`src/rtl/safe_csr_pkg.sv`:
```
package safe_csr_pkg;

    // Protection selector: one nibble per register.
    localparam int unsigned PROT_W = 4;

    typedef struct packed {
        logic shd;  // bit 3: sync-loaded shadow copy
        logic tmr;  // bit 2: three copies with majority vote
        logic dup;  // bit 1: second copy with compare
        logic par;  // bit 0: even parity per byte
    } prot_t;

    typedef enum logic [2:0] {
        FI_PRIMARY = 3'd0,
        FI_SECOND  = 3'd1,
        FI_THIRD   = 3'd2,
        FI_SHADOW  = 3'd3,
        FI_PARITY  = 3'd4
    } fi_copy_e;

    function automatic logic byte_parity(input logic [7:0] b);
        return ^b;
    endfunction

    function automatic logic [7:0] maj_byte(input logic [7:0] a,
                                            input logic [7:0] b,
                                            input logic [7:0] c);
        return (a & b) | (a & c) | (b & c);
    endfunction

endpackage

```
`src/rtl/safe_csr_cell.sv`:
```
module safe_csr_cell
    import safe_csr_pkg::*;
#(
    parameter int unsigned        DW      = 32,
    parameter logic [PROT_W-1:0]  PROT    = '0,
    parameter logic [DW-1:0]      RST_VAL = '0
) (
    input  logic            clk,
    input  logic            rst,
    input  logic            we,
    input  logic [DW-1:0]   wdata,
    input  logic [DW/8-1:0] wstrb,
    input  logic            sync,
    input  logic            fi_en,
    input  logic [2:0]      fi_copy,
    input  logic [DW-1:0]   fi_mask,
    output logic [DW-1:0]   sw_q,
    output logic [DW-1:0]   hw_q,
    output logic            err
);
    localparam int unsigned NB      = DW / 8;
    localparam prot_t       P       = prot_t'(PROT);
    localparam bit          HAS_PAR = P.par;
    localparam bit          HAS_TMR = P.tmr;
    localparam bit          HAS_C2  = P.dup | P.tmr;
    localparam bit          HAS_SHD = P.shd;

    logic [DW-1:0] p_q, c2_q, c3_q, voted;
    logic [NB-1:0] par_q, par_calc, par_rst;

    function automatic logic [DW-1:0] merge(input logic [DW-1:0] nv,
                                            input logic [DW-1:0] ov,
                                            input logic [NB-1:0] st);
        logic [DW-1:0] r;
        for (int b = 0; b < NB; b++)
            r[8*b +: 8] = st[b] ? nv[8*b +: 8] : ov[8*b +: 8];
        return r;
    endfunction

    function automatic logic [DW-1:0] hit(input fi_copy_e which);
        return (fi_en && fi_copy == which) ? fi_mask : '0;
    endfunction

    always_comb begin
        for (int b = 0; b < NB; b++) begin
            voted[8*b +: 8] = maj_byte(p_q[8*b +: 8], c2_q[8*b +: 8], c3_q[8*b +: 8]);
            par_calc[b]     = byte_parity(p_q[8*b +: 8]);
            par_rst[b]      = byte_parity(RST_VAL[8*b +: 8]);
        end
    end

    // With three copies every copy is refreshed from the vote.
    assign sw_q = HAS_TMR ? voted : p_q;

    always_ff @(posedge clk) begin
        if (rst)
            p_q <= RST_VAL;
        else
            p_q <= (we ? merge(wdata, HAS_TMR ? voted : p_q, wstrb) : p_q) ^ hit(FI_PRIMARY);
    end

    generate
        if (HAS_C2) begin : g_second
            always_ff @(posedge clk) begin
                if (rst)
                    c2_q <= RST_VAL;
                else
                    c2_q <= (we ? merge(wdata, HAS_TMR ? voted : c2_q, wstrb) : c2_q)
                            ^ hit(FI_SECOND);
            end
        end else begin : g_no_second
            assign c2_q = p_q;
        end

        if (HAS_TMR) begin : g_third
            always_ff @(posedge clk) begin
                if (rst)
                    c3_q <= RST_VAL;
                else
                    c3_q <= (we ? merge(wdata, voted, wstrb) : c3_q) ^ hit(FI_THIRD);
            end
            AST_TMR_MASKS_ONE: assert property (@(posedge clk) disable iff (rst)
                (c2_q == c3_q) |-> (sw_q == c2_q));
        end else begin : g_no_third
            assign c3_q = p_q;
        end

        if (HAS_PAR) begin : g_parity
            always_ff @(posedge clk) begin
                if (rst) begin
                    par_q <= par_rst;
                end else begin
                    for (int b = 0; b < NB; b++)
                        par_q[b] <= ((we && wstrb[b]) ? byte_parity(wdata[8*b +: 8]) : par_q[b])
                                    ^ (fi_en && fi_copy == FI_PARITY && fi_mask[b]);
                end
            end
        end else begin : g_no_parity
            assign par_q = par_calc;
        end

        if (HAS_SHD) begin : g_shadow
            logic [DW-1:0] s_q;
            always_ff @(posedge clk) begin
                if (rst)
                    s_q <= RST_VAL;
                else
                    s_q <= (sync ? sw_q : s_q) ^ hit(FI_SHADOW);
            end
            assign hw_q = s_q;
            AST_SHADOW_HOLDS: assert property (@(posedge clk) disable iff (rst)
                (!sync && !(fi_en && fi_copy == FI_SHADOW)) |=> $stable(hw_q));
        end else begin : g_no_shadow
            logic unused_sync;
            assign unused_sync = sync;
            assign hw_q = sw_q;
        end
    endgenerate

    // Copies that do not exist are tied to the primary and never disagree.
    assign err = (par_q != par_calc) | (p_q != c2_q) | (c2_q != c3_q);

    AST_FULL_WRITE_CLEAN: assert property (@(posedge clk) disable iff (rst)
        (we && (&wstrb) && !fi_en) |=> !err);

endmodule

```
`src/rtl/safe_csr_status.sv`:
```
module safe_csr_status #(
    parameter int unsigned NR = 6
) (
    input  logic          clk,
    input  logic          rst,
    input  logic [NR-1:0] err_in,
    input  logic          stat_we,
    input  logic          ien_we,
    input  logic [NR-1:0] wdata,
    output logic [NR-1:0] stat_q,
    output logic [NR-1:0] ien_q,
    output logic          irq
);
    always_ff @(posedge clk) begin
        if (rst) begin
            stat_q <= '0;
            ien_q  <= '0;
        end else begin
            // A live error outranks a clear in the same cycle.
            stat_q <= (stat_q & ~(stat_we ? wdata : '0)) | err_in;
            if (ien_we)
                ien_q <= wdata;
        end
    end

    assign irq = |(stat_q & ien_q);

    AST_RESET_CLEAR: assert property (@(posedge clk)
        $fell(rst) |-> (stat_q == '0 && !irq));

    AST_IRQ_FOLLOWS: assert property (@(posedge clk) disable iff (rst)
        (|(err_in & ien_q) && !ien_we) |=> irq);

    generate
        for (genvar i = 0; i < NR; i++) begin : g_bit
            AST_STICKY_BIT: assert property (@(posedge clk) disable iff (rst)
                (stat_q[i] && !(stat_we && wdata[i])) |=> stat_q[i]);
            AST_ERROR_SETS: assert property (@(posedge clk) disable iff (rst)
                err_in[i] |=> stat_q[i]);
        end
    endgenerate

endmodule

```
`src/rtl/safe_csr_rdmux.sv`:
```
module safe_csr_rdmux #(
    parameter int unsigned NR     = 6,
    parameter int unsigned DW     = 32,
    parameter int unsigned ADDR_W = 3
) (
    input  logic             clk,
    input  logic             rst,
    input  logic             rd_en,
    input  logic [ADDR_W-1:0] addr,
    input  logic [NR*DW-1:0] sw_flat,
    input  logic [NR-1:0]    stat_q,
    input  logic [NR-1:0]    ien_q,
    output logic [DW-1:0]    rd_data
);
    localparam int unsigned ADDR_STAT = NR;
    localparam int unsigned ADDR_IEN  = NR + 1;

    logic [DW-1:0] sel;

    always_comb begin
        sel = '0;
        for (int i = 0; i < NR; i++)
            if (addr == ADDR_W'(i))
                sel = sw_flat[i*DW +: DW];
        if (addr == ADDR_W'(ADDR_STAT))
            sel = DW'(stat_q);
        if (addr == ADDR_W'(ADDR_IEN))
            sel = DW'(ien_q);
    end

    always_ff @(posedge clk) begin
        if (rst)
            rd_data <= '0;
        else
            rd_data <= rd_en ? sel : '0;
    end

endmodule

```
`src/rtl/safe_csr_bank.sv`:
```
module safe_csr_bank
    import safe_csr_pkg::*;
#(
    parameter int unsigned                NUM_REGS = 6,
    parameter int unsigned                DATA_W   = 32,
    parameter logic [NUM_REGS*PROT_W-1:0] PROT_MAP = {4'hC, 4'hB, 4'h4, 4'h2, 4'h1, 4'h0},
    parameter logic [DATA_W-1:0]          RST_VAL  = 32'h0000_00A5,
    localparam int unsigned               NB       = DATA_W / 8,
    localparam int unsigned               ADDR_W   = $clog2(NUM_REGS + 2)
) (
    input  logic                       clk,
    input  logic                       rst,
    input  logic                       wr_en,
    input  logic                       rd_en,
    input  logic [ADDR_W-1:0]          addr,
    input  logic [DATA_W-1:0]          wdata,
    input  logic [NB-1:0]              wstrb,
    output logic [DATA_W-1:0]          rd_data,
    input  logic                       sync_pulse,
    output logic [NUM_REGS*DATA_W-1:0] hw_q,
    output logic                       irq,
    input  logic                       fi_en,
    input  logic [ADDR_W-1:0]          fi_reg,
    input  logic [2:0]                 fi_copy,
    input  logic [DATA_W-1:0]          fi_mask
);
    localparam int unsigned ADDR_STAT = NUM_REGS;
    localparam int unsigned ADDR_IEN  = NUM_REGS + 1;

    logic [NUM_REGS*DATA_W-1:0] sw_flat;
    logic [NUM_REGS-1:0]        err_vec, stat_q, ien_q;

    generate
        for (genvar i = 0; i < NUM_REGS; i++) begin : g_reg
            safe_csr_cell #(
                .DW      (DATA_W),
                .PROT    (PROT_MAP[i*PROT_W +: PROT_W]),
                .RST_VAL (RST_VAL)
            ) u_cell (
                .clk     (clk),
                .rst     (rst),
                .we      (wr_en && addr == ADDR_W'(i)),
                .wdata   (wdata),
                .wstrb   (wstrb),
                .sync    (sync_pulse),
                .fi_en   (fi_en && fi_reg == ADDR_W'(i)),
                .fi_copy (fi_copy),
                .fi_mask (fi_mask),
                .sw_q    (sw_flat[i*DATA_W +: DATA_W]),
                .hw_q    (hw_q[i*DATA_W +: DATA_W]),
                .err     (err_vec[i])
            );
        end
    endgenerate

    safe_csr_status #(.NR(NUM_REGS)) u_status (
        .clk     (clk),
        .rst     (rst),
        .err_in  (err_vec),
        .stat_we (wr_en && addr == ADDR_W'(ADDR_STAT)),
        .ien_we  (wr_en && addr == ADDR_W'(ADDR_IEN)),
        .wdata   (wdata[NUM_REGS-1:0]),
        .stat_q  (stat_q),
        .ien_q   (ien_q),
        .irq     (irq)
    );

    safe_csr_rdmux #(.NR(NUM_REGS), .DW(DATA_W), .ADDR_W(ADDR_W)) u_rdmux (
        .clk     (clk),
        .rst     (rst),
        .rd_en   (rd_en),
        .addr    (addr),
        .sw_flat (sw_flat),
        .stat_q  (stat_q),
        .ien_q   (ien_q),
        .rd_data (rd_data)
    );

    AST_RD_IEN_LATENCY: assert property (@(posedge clk) disable iff (rst)
        (rd_en && addr == ADDR_W'(ADDR_IEN)) |=> (rd_data == DATA_W'($past(ien_q))));

endmodule

```
`config.mk`:
```
export PLATFORM = sky130hd
export DESIGN_NAME = safe_csr_bank
export DESIGN_NICKNAME = d
export VERILOG_FILES = /design/src/rtl/safe_csr_pkg.sv /design/src/rtl/safe_csr_cell.sv /design/src/rtl/safe_csr_status.sv /design/src/rtl/safe_csr_rdmux.sv /design/src/rtl/safe_csr_bank.sv
export SDC_FILE = /design/constraint.sdc
export NUM_CORES = 2
export LEC_CHECK = 0
export CORE_ASPECT_RATIO = 1.2
export CORE_MARGIN = 8
export CORE_UTILIZATION = 55
export CTS_CLUSTER_DIAMETER = 120
export DETAILED_ROUTE_END_ITERATION = 12
export PLACE_DENSITY_LB_ADDON = 0.3
export SLEW_MARGIN = 20
export SYNTH_ARGS = -nofsm -noshare
export SYNTH_HDL_FRONTEND = slang
export SYNTH_SLANG_ARGS = --single-unit
```
`constraint.sdc`:
```
create_clock -name clk -period 3.6 [get_ports clk]
set_clock_uncertainty 0.2 [all_clocks]
set_input_delay 0.36 -clock clk [delete_from_list [all_inputs] [get_ports clk]]
set_output_delay 0.36 -clock clk [all_outputs]
set_load 0.03 [all_outputs]
```
# After elaboration in Yosys (flattened, before gate mapping)
# Cells that the tools add are included.
dict set report totals {
  inputBits 83
  out_inout_bits 225
  register_bits 500
  wordCells 259
}
dict set report op_classes {
  reduce_logical 64
  muxes 77
  n_eq_ne 26
  bitwise 72
}
# op n
set ops {}
lappend ops {{$mux W32} 34}
lappend ops {{$xor A32 B32 Y32} 14}
lappend ops {{$mux W8} 32}
lappend ops {{$ne A32 B32 Y1} 8}
lappend ops {{$and A8 B8 Y8} 24}
lappend ops {{$or A8 B8 Y8} 16}
lappend ops {{$reduce_xor A8 Y1} 12}
lappend ops {{$logic_and A1 B1 Y1} 46}
lappend ops {{$eq A3 B3 Y1 const B} 7}
lappend ops {{$eq A3 B2 Y1 const B} 6}
lappend ops {{$mux W6} 3}
lappend ops {{$and A6 B6 Y6} 2}
lappend ops {{$eq A3 B1 Y1 const B} 3}
lappend ops {{$logic_not A3 Y1} 3}
lappend ops {{$mux W1} 8}
lappend ops {{$ne A4 B4 Y1} 2}
lappend ops {{$xor A1 B1 Y1} 8}
lappend ops {{$not A6 Y6} 1}
lappend ops {{$or A6 B6 Y6} 1}
lappend ops {{$reduce_or A6 Y1} 1}
lappend ops {{$or A1 B1 Y1} 5}
lappend ops {{$reduce_or A4 Y1} 1}
lappend ops {{$reduce_or A2 Y1} 1}
lappend ops {{$not A1 Y1} 1}

# Logic depth before layout (Yosys ltp)
dict set report logic_depth {
  depth_word 9
  depth_mapped 8
  mapped_depth_nobuf 6
}

# By module
# A second synthesis with hierarchy kept.
dict set report unflattened {
  hier_cells 3986
  hier_area_um2 34966.0
}
# mod instances seq_area_each_um2 area_per_inst_um2 cells_each
set by_module_without_submodules {}
lappend by_module_without_submodules {{safe_csr_cell (g_reg[5].u_cell)} 1 2562.5 9083.7 986}
lappend by_module_without_submodules {{safe_csr_cell (g_reg[3].u_cell)} 1 1921.8 7713.6 842}
lappend by_module_without_submodules {{safe_csr_cell (g_reg[4].u_cell)} 1 2001.9 5748.0 686}
lappend by_module_without_submodules {{safe_csr_cell (g_reg[2].u_cell)} 1 1281.2 3702.3 455}
lappend by_module_without_submodules {safe_csr_rdmux 1 640.6 3091.7 420}
lappend by_module_without_submodules {{safe_csr_cell (g_reg[1].u_cell)} 1 720.7 2636.3 292}
lappend by_module_without_submodules {{safe_csr_cell (g_reg[0].u_cell)} 1 640.6 2343.5 249}
lappend by_module_without_submodules {safe_csr_status 1 240.2 478.0 42}
lappend by_module_without_submodules {safe_csr_bank 1 0.0 168.9 14}

# Worst setup path after synthesis
# No wires, ideal clock.
dict set report synth_timing {
  path_kind {input to register}
  startpoint {input port sync_pulse}
  endpoint {register g_reg[4].u_cell.g_shadow.s_q[17]}
  required_time_ns 3.272
  setup_time_ns 0.128
  path_buffers 3
  setup_slack_ns 1.622
  cell_stages 6
  arrival_time_ns 1.651
  path_cell_list {clkbuf_1 -> buf_2 -> buf_1 -> mux2i_1 -> xnor2_1 -> nor2_1}
}
dict set report synth_via {
  elab_chain_cells 2
}
# element line
set synth_rtl {}
lappend synth_rtl {{start: declaration} safe_csr_bank.sv:19} ;# input logic sync_pulse,
lappend synth_rtl {{$mux W32} safe_csr_cell.sv:108} ;# s_q <= (sync ? sw_q : s_q) ^ hit(FI_SHADOW);
lappend synth_rtl {{$xor A32 B32 Y32} safe_csr_cell.sv:108}
lappend synth_rtl {{end signal: assignment} safe_csr_cell.sv:108}
lappend synth_rtl {{end: declaration} safe_csr_cell.sv:103} ;# logic [DW-1:0] s_q;
# Every way passes these cells.
# A chain may end at the register's enable or synchronous reset.

# Final worst setup path
dict set report layout_timing {
  startpoint {register g_reg[3].u_cell.c2_q[28]}
  endpoint {output port hw_q[124]}
}
dict set report layout_via {
  elab_chain_cells 3
  elab_cells_between_ends 4
  classes_between {bitwise: 4}
}
# element line
set layout_rtl {}
lappend layout_rtl {{start: declaration} safe_csr_cell.sv:28} ;# logic [DW-1:0] p_q, c2_q, c3_q, voted;
lappend layout_rtl {{start signal: assignment} safe_csr_cell.sv:68} ;# c2_q <= (we ? merge(wdata, HAS_TMR ? voted : c2_q, wstrb) : c2_q)
lappend layout_rtl {{$and A8 B8 Y8} safe_csr_pkg.sv:28} ;# return (a & b) | (a & c) | (b & c);
lappend layout_rtl {{$or A8 B8 Y8} safe_csr_pkg.sv:28}
lappend layout_rtl {{$or A8 B8 Y8 (*)} safe_csr_pkg.sv:28}
lappend layout_rtl {{end: declaration} safe_csr_bank.sv:20} ;# output logic [NUM_REGS*DATA_W-1:0] hw_q,
# Mark *: on every way between the ends. The rest lies on a longest branch, timed or not.

==> key figures <==
Status
  • Status: finished, final reports clean

Synth
  • Seq/Total Area, Yosys: 0.3411
  • Syn Nets: 3,665
  • YS warnings: 0
  • Yosys reg bits: 500
  • Cell count after synthesis: 3,454
  • Synth async-reset ratio: 0
  • Synth Area per Inst: 8.496 µm²
  • Top FF cell, synth: dfxtp_1
  • Cell Area, Synth: 0.02935 mm²
  • EDFF count, synth: 0
  • Post-synth cell types: 54

Routing
  • Residual DRC: 0
  • Vias: 26,301
  • Vias per Instance: 6.005
  • Metal2 WL: 47,340 µm
  • M1 WL: 38,680 µm
  • Top sig layer: met5
  • Met3 Routed Length: 10,320 µm
  • Routed WL: 104,200 µm
  • Starting DRT DRC Count: 2,942
  • Antenna-violating nets left: 0
  • Routed WL per cell: 23.79 µm
  • First-pass iteration count of the detailed router: 5

Pwr
  • Leakage: 14.59 nW
  • Max IR drop VDD: 359.7 µV
  • Pwr/cell area: 378.0 mW/mm²

Final layout
  • Layout cells sized above 1: 0.06647
  • Util after Layout: 0.6577
  • Area delta synth->final: 17.89%
  • Fin nets: 3,843

Setup path
  • Crit path DAT: 2720 ps
  • Crit-path max FO: 3
  • CP Launch Type: flip-flop
  • Crit path capture type: output port
  • CP Data Required Time: 3040 ps
  • Crit Path Class: flip-flop to output port

Floorplanning
  • Die Y: 269.0 µm
  • Row count: 92
  • Die W: 226.9 µm
  • Die Area: 0.06104 mm²
  • Core ar.: 0.05261 mm²
  • Ports: 308
  • Initial core utilization: 0.5579

Run
  • Max-cap viol count: 0

Placed design
  • HPWL after DPL: 74,310 µm
  • Place WS: 707.7 ps
  • Port buffer count: 307
  • Routability cong.: 0.9604

Global route
  • GRT Total Usage: 0.3313
  • Initial antenna violation count: 5
  • Global-route wire length before repair: 155,100 µm
  • Largest net degree at the start of global routing: 145
  • Global route overflow: 0
  • Vias in the first global route: 25,084

Clock tree
  • # resized after CTS: 0
  • CTS Buf Count: 53
  • Hold-fix buffer count after cts: 1
  • CTS tree: yes
  • Clk buf depth: 3
  • Reg clk slew, reported paths: 60 ps
  • # clock sinks: 500
  • Number of H-tree levels: 2
  • CTS root buf: clkbuf_16
  • Post-CTS Setup Bufs: 0
  • Later-pin clock latency in the skew report: 640 ps

STA
  • Hold Vio Cnt, Final: 0
  • TNS Setup: 0 ps
  • Setup ws final: 316.1 ps
  • Final setup fails: 0
  • Least-Margin Pin Slew: 1144 ps
  • Fmax: 304.5 MHz
  • Fin crit period: 3284 ps
  • Slew Limit Fails: 0
  • Unrepaired setup endpoints after global routing: false
  • Period utilisation layout: 0.9122
  • Slew headroom: 0.2353

Min path
  • Tightest Hold Check Type: primary input to flip-flop
through the flow:
step | total power [mW] | instance area, µm² | std cells | hold WS [ps]
2_1_floorplan | 6.919 | 29350 | 3454 | 236.5
5_1_grt | 13.43 | 34590 | 4378 | 113.7
3_3_place_gp | 7.539 | 32860 | 4281 | 262.4
4_1_cts | 13.06 | 34590 | 4376 | 80.45
3_5_place_dp | 7.558 | 32860 | 4281 | 266.0
6_report | 13.08 | 34600 | 4380 | 128.1
Yosys cell counts, drive strengths merged (17+ instances only):
cell type / instances / area [µm²]
a2111oi: 28 / 245.2
a211o: 30 / 262.8
a211oi: 99 / 828.3
a21oi: 247 / 1236
buf: 87 / 442.9
clkbuf: 171 / 645.6
dfxtp: 500 / 10010
ha: 128 / 1602
inv: 17 / 63.81
mux2: 17 / 191.4
mux2i: 239 / 2392
mux4: 23 / 518.0
nand2: 520 / 1994
nand2b: 71 / 444.2
nor2: 448 / 1682
nor2b: 35 / 219.0
nor3: 27 / 140.1
nor4: 45 / 281.5
o21ai: 28 / 140.1
xnor2: 540 / 4730
xor2: 56 / 490.5
sequential cells by signal, indices dropped and copies added (netlist names):
| register | cells |
|---|---|
| g.u_cell.hw_q | 160 |
| g.u_cell.par_q | 8 |
| u_rdmux.rd_data | 32 |
| g.u_cell.c2_q | 128 |
| u_status.ien_q | 6 |
| g.u_cell.p_q | 64 |
| g.u_cell.sw_q | 32 |
| g.u_cell.c3_q | 64 |
| u_status.stat_q | 6 |
logic make-up after synthesis:
| family | Yosys count | share of synthesized area |
|---|---|---|
| adder cells (fa/ha/maj) | 128 | 0.05457 |
| AND/OR/NAND/NOR | 1187 | 0.1731 |
| XOR/XNOR | 598 | 0.1794 |
| AO/OA/AOI/OAI | 486 | 0.1068 |
| buffers and inverters | 276 | 0.03939 |
| flip-flops | 500 | 0.3411 |
| multiplexers | 279 | 0.1057 |
power breakdown:
| group | internal, mW | switching [mW] |
|---|---|---|
| combinational | 0.647 | 1.05 |
| sequential | 5.66 | 0.131 |
| clock | 3.19 | 2.40 |
| total | 9.49 | 3.58 |
worst paths after layout:
| kind | depth (start not counted) | start | slack [ps] | endpoint |
|---|---|---|---|---|
| setup / recovery | 4 | g_reg[3].u_cell.c2_q[28] | 320 | hw_q[124] |
| hold / removal | 3 | addr[1] | 130 | u_rdmux.rd_data[12] |
| setup reg to reg | 6 | g_reg[3].u_cell.c2_q[28] | 1200 | g_reg[3].u_cell.c3_q[28] |
| hold reg to reg | 2 | u_status.stat_q[0] | 280 | u_status.stat_q[0] |
cell usage in the layout (no fill, tap or decap), types with 23 or more instances in the layout:
cell type	instances
a2111oi_0	28
a211o_1	30
a211oi_1	82
a21oi_1	247
buf_4	70
clkbuf_16	53
clkdlybuf4s50_1	302
dfxtp_1	500
ha_1	128
mux2i_1	239
mux4_2	23
nand2_1	511
nand2b_1	71
nor2_1	438
nor2b_1	35
nor3_1	26
nor4_1	45
o21ai_0	28
xnor2_1	540
xor2_1	56
worst max-delay path: stages, from the launching register on:
cell and delay, ps:
dfxtp_1 330, ha_1 200, a211oi_1 840, inv_1 100, clkdlybuf4s50_1 630
routing by layer:
metal,global-route usage,vias to the layer above
li1,-,11970
met1,0.4039,12447
met2,0.5306,1506
met3,0.06070,374
met4,0.2210,4
met5,0,-
cell type report:
cell class / instances / area [µm²]
multi-input combinational: 2678 / 18220
timing repair buffer: 381 / 3684
tap: 705 / 882.1
sequential: 500 / 10010
clock buffer: 70 / 1450
clock inverter: 24 / 271.5
antenna: 4 / 10.01
inverter: 18 / 67.56
fill: 4367 / 18010
(Power assumes the default switching activity.)
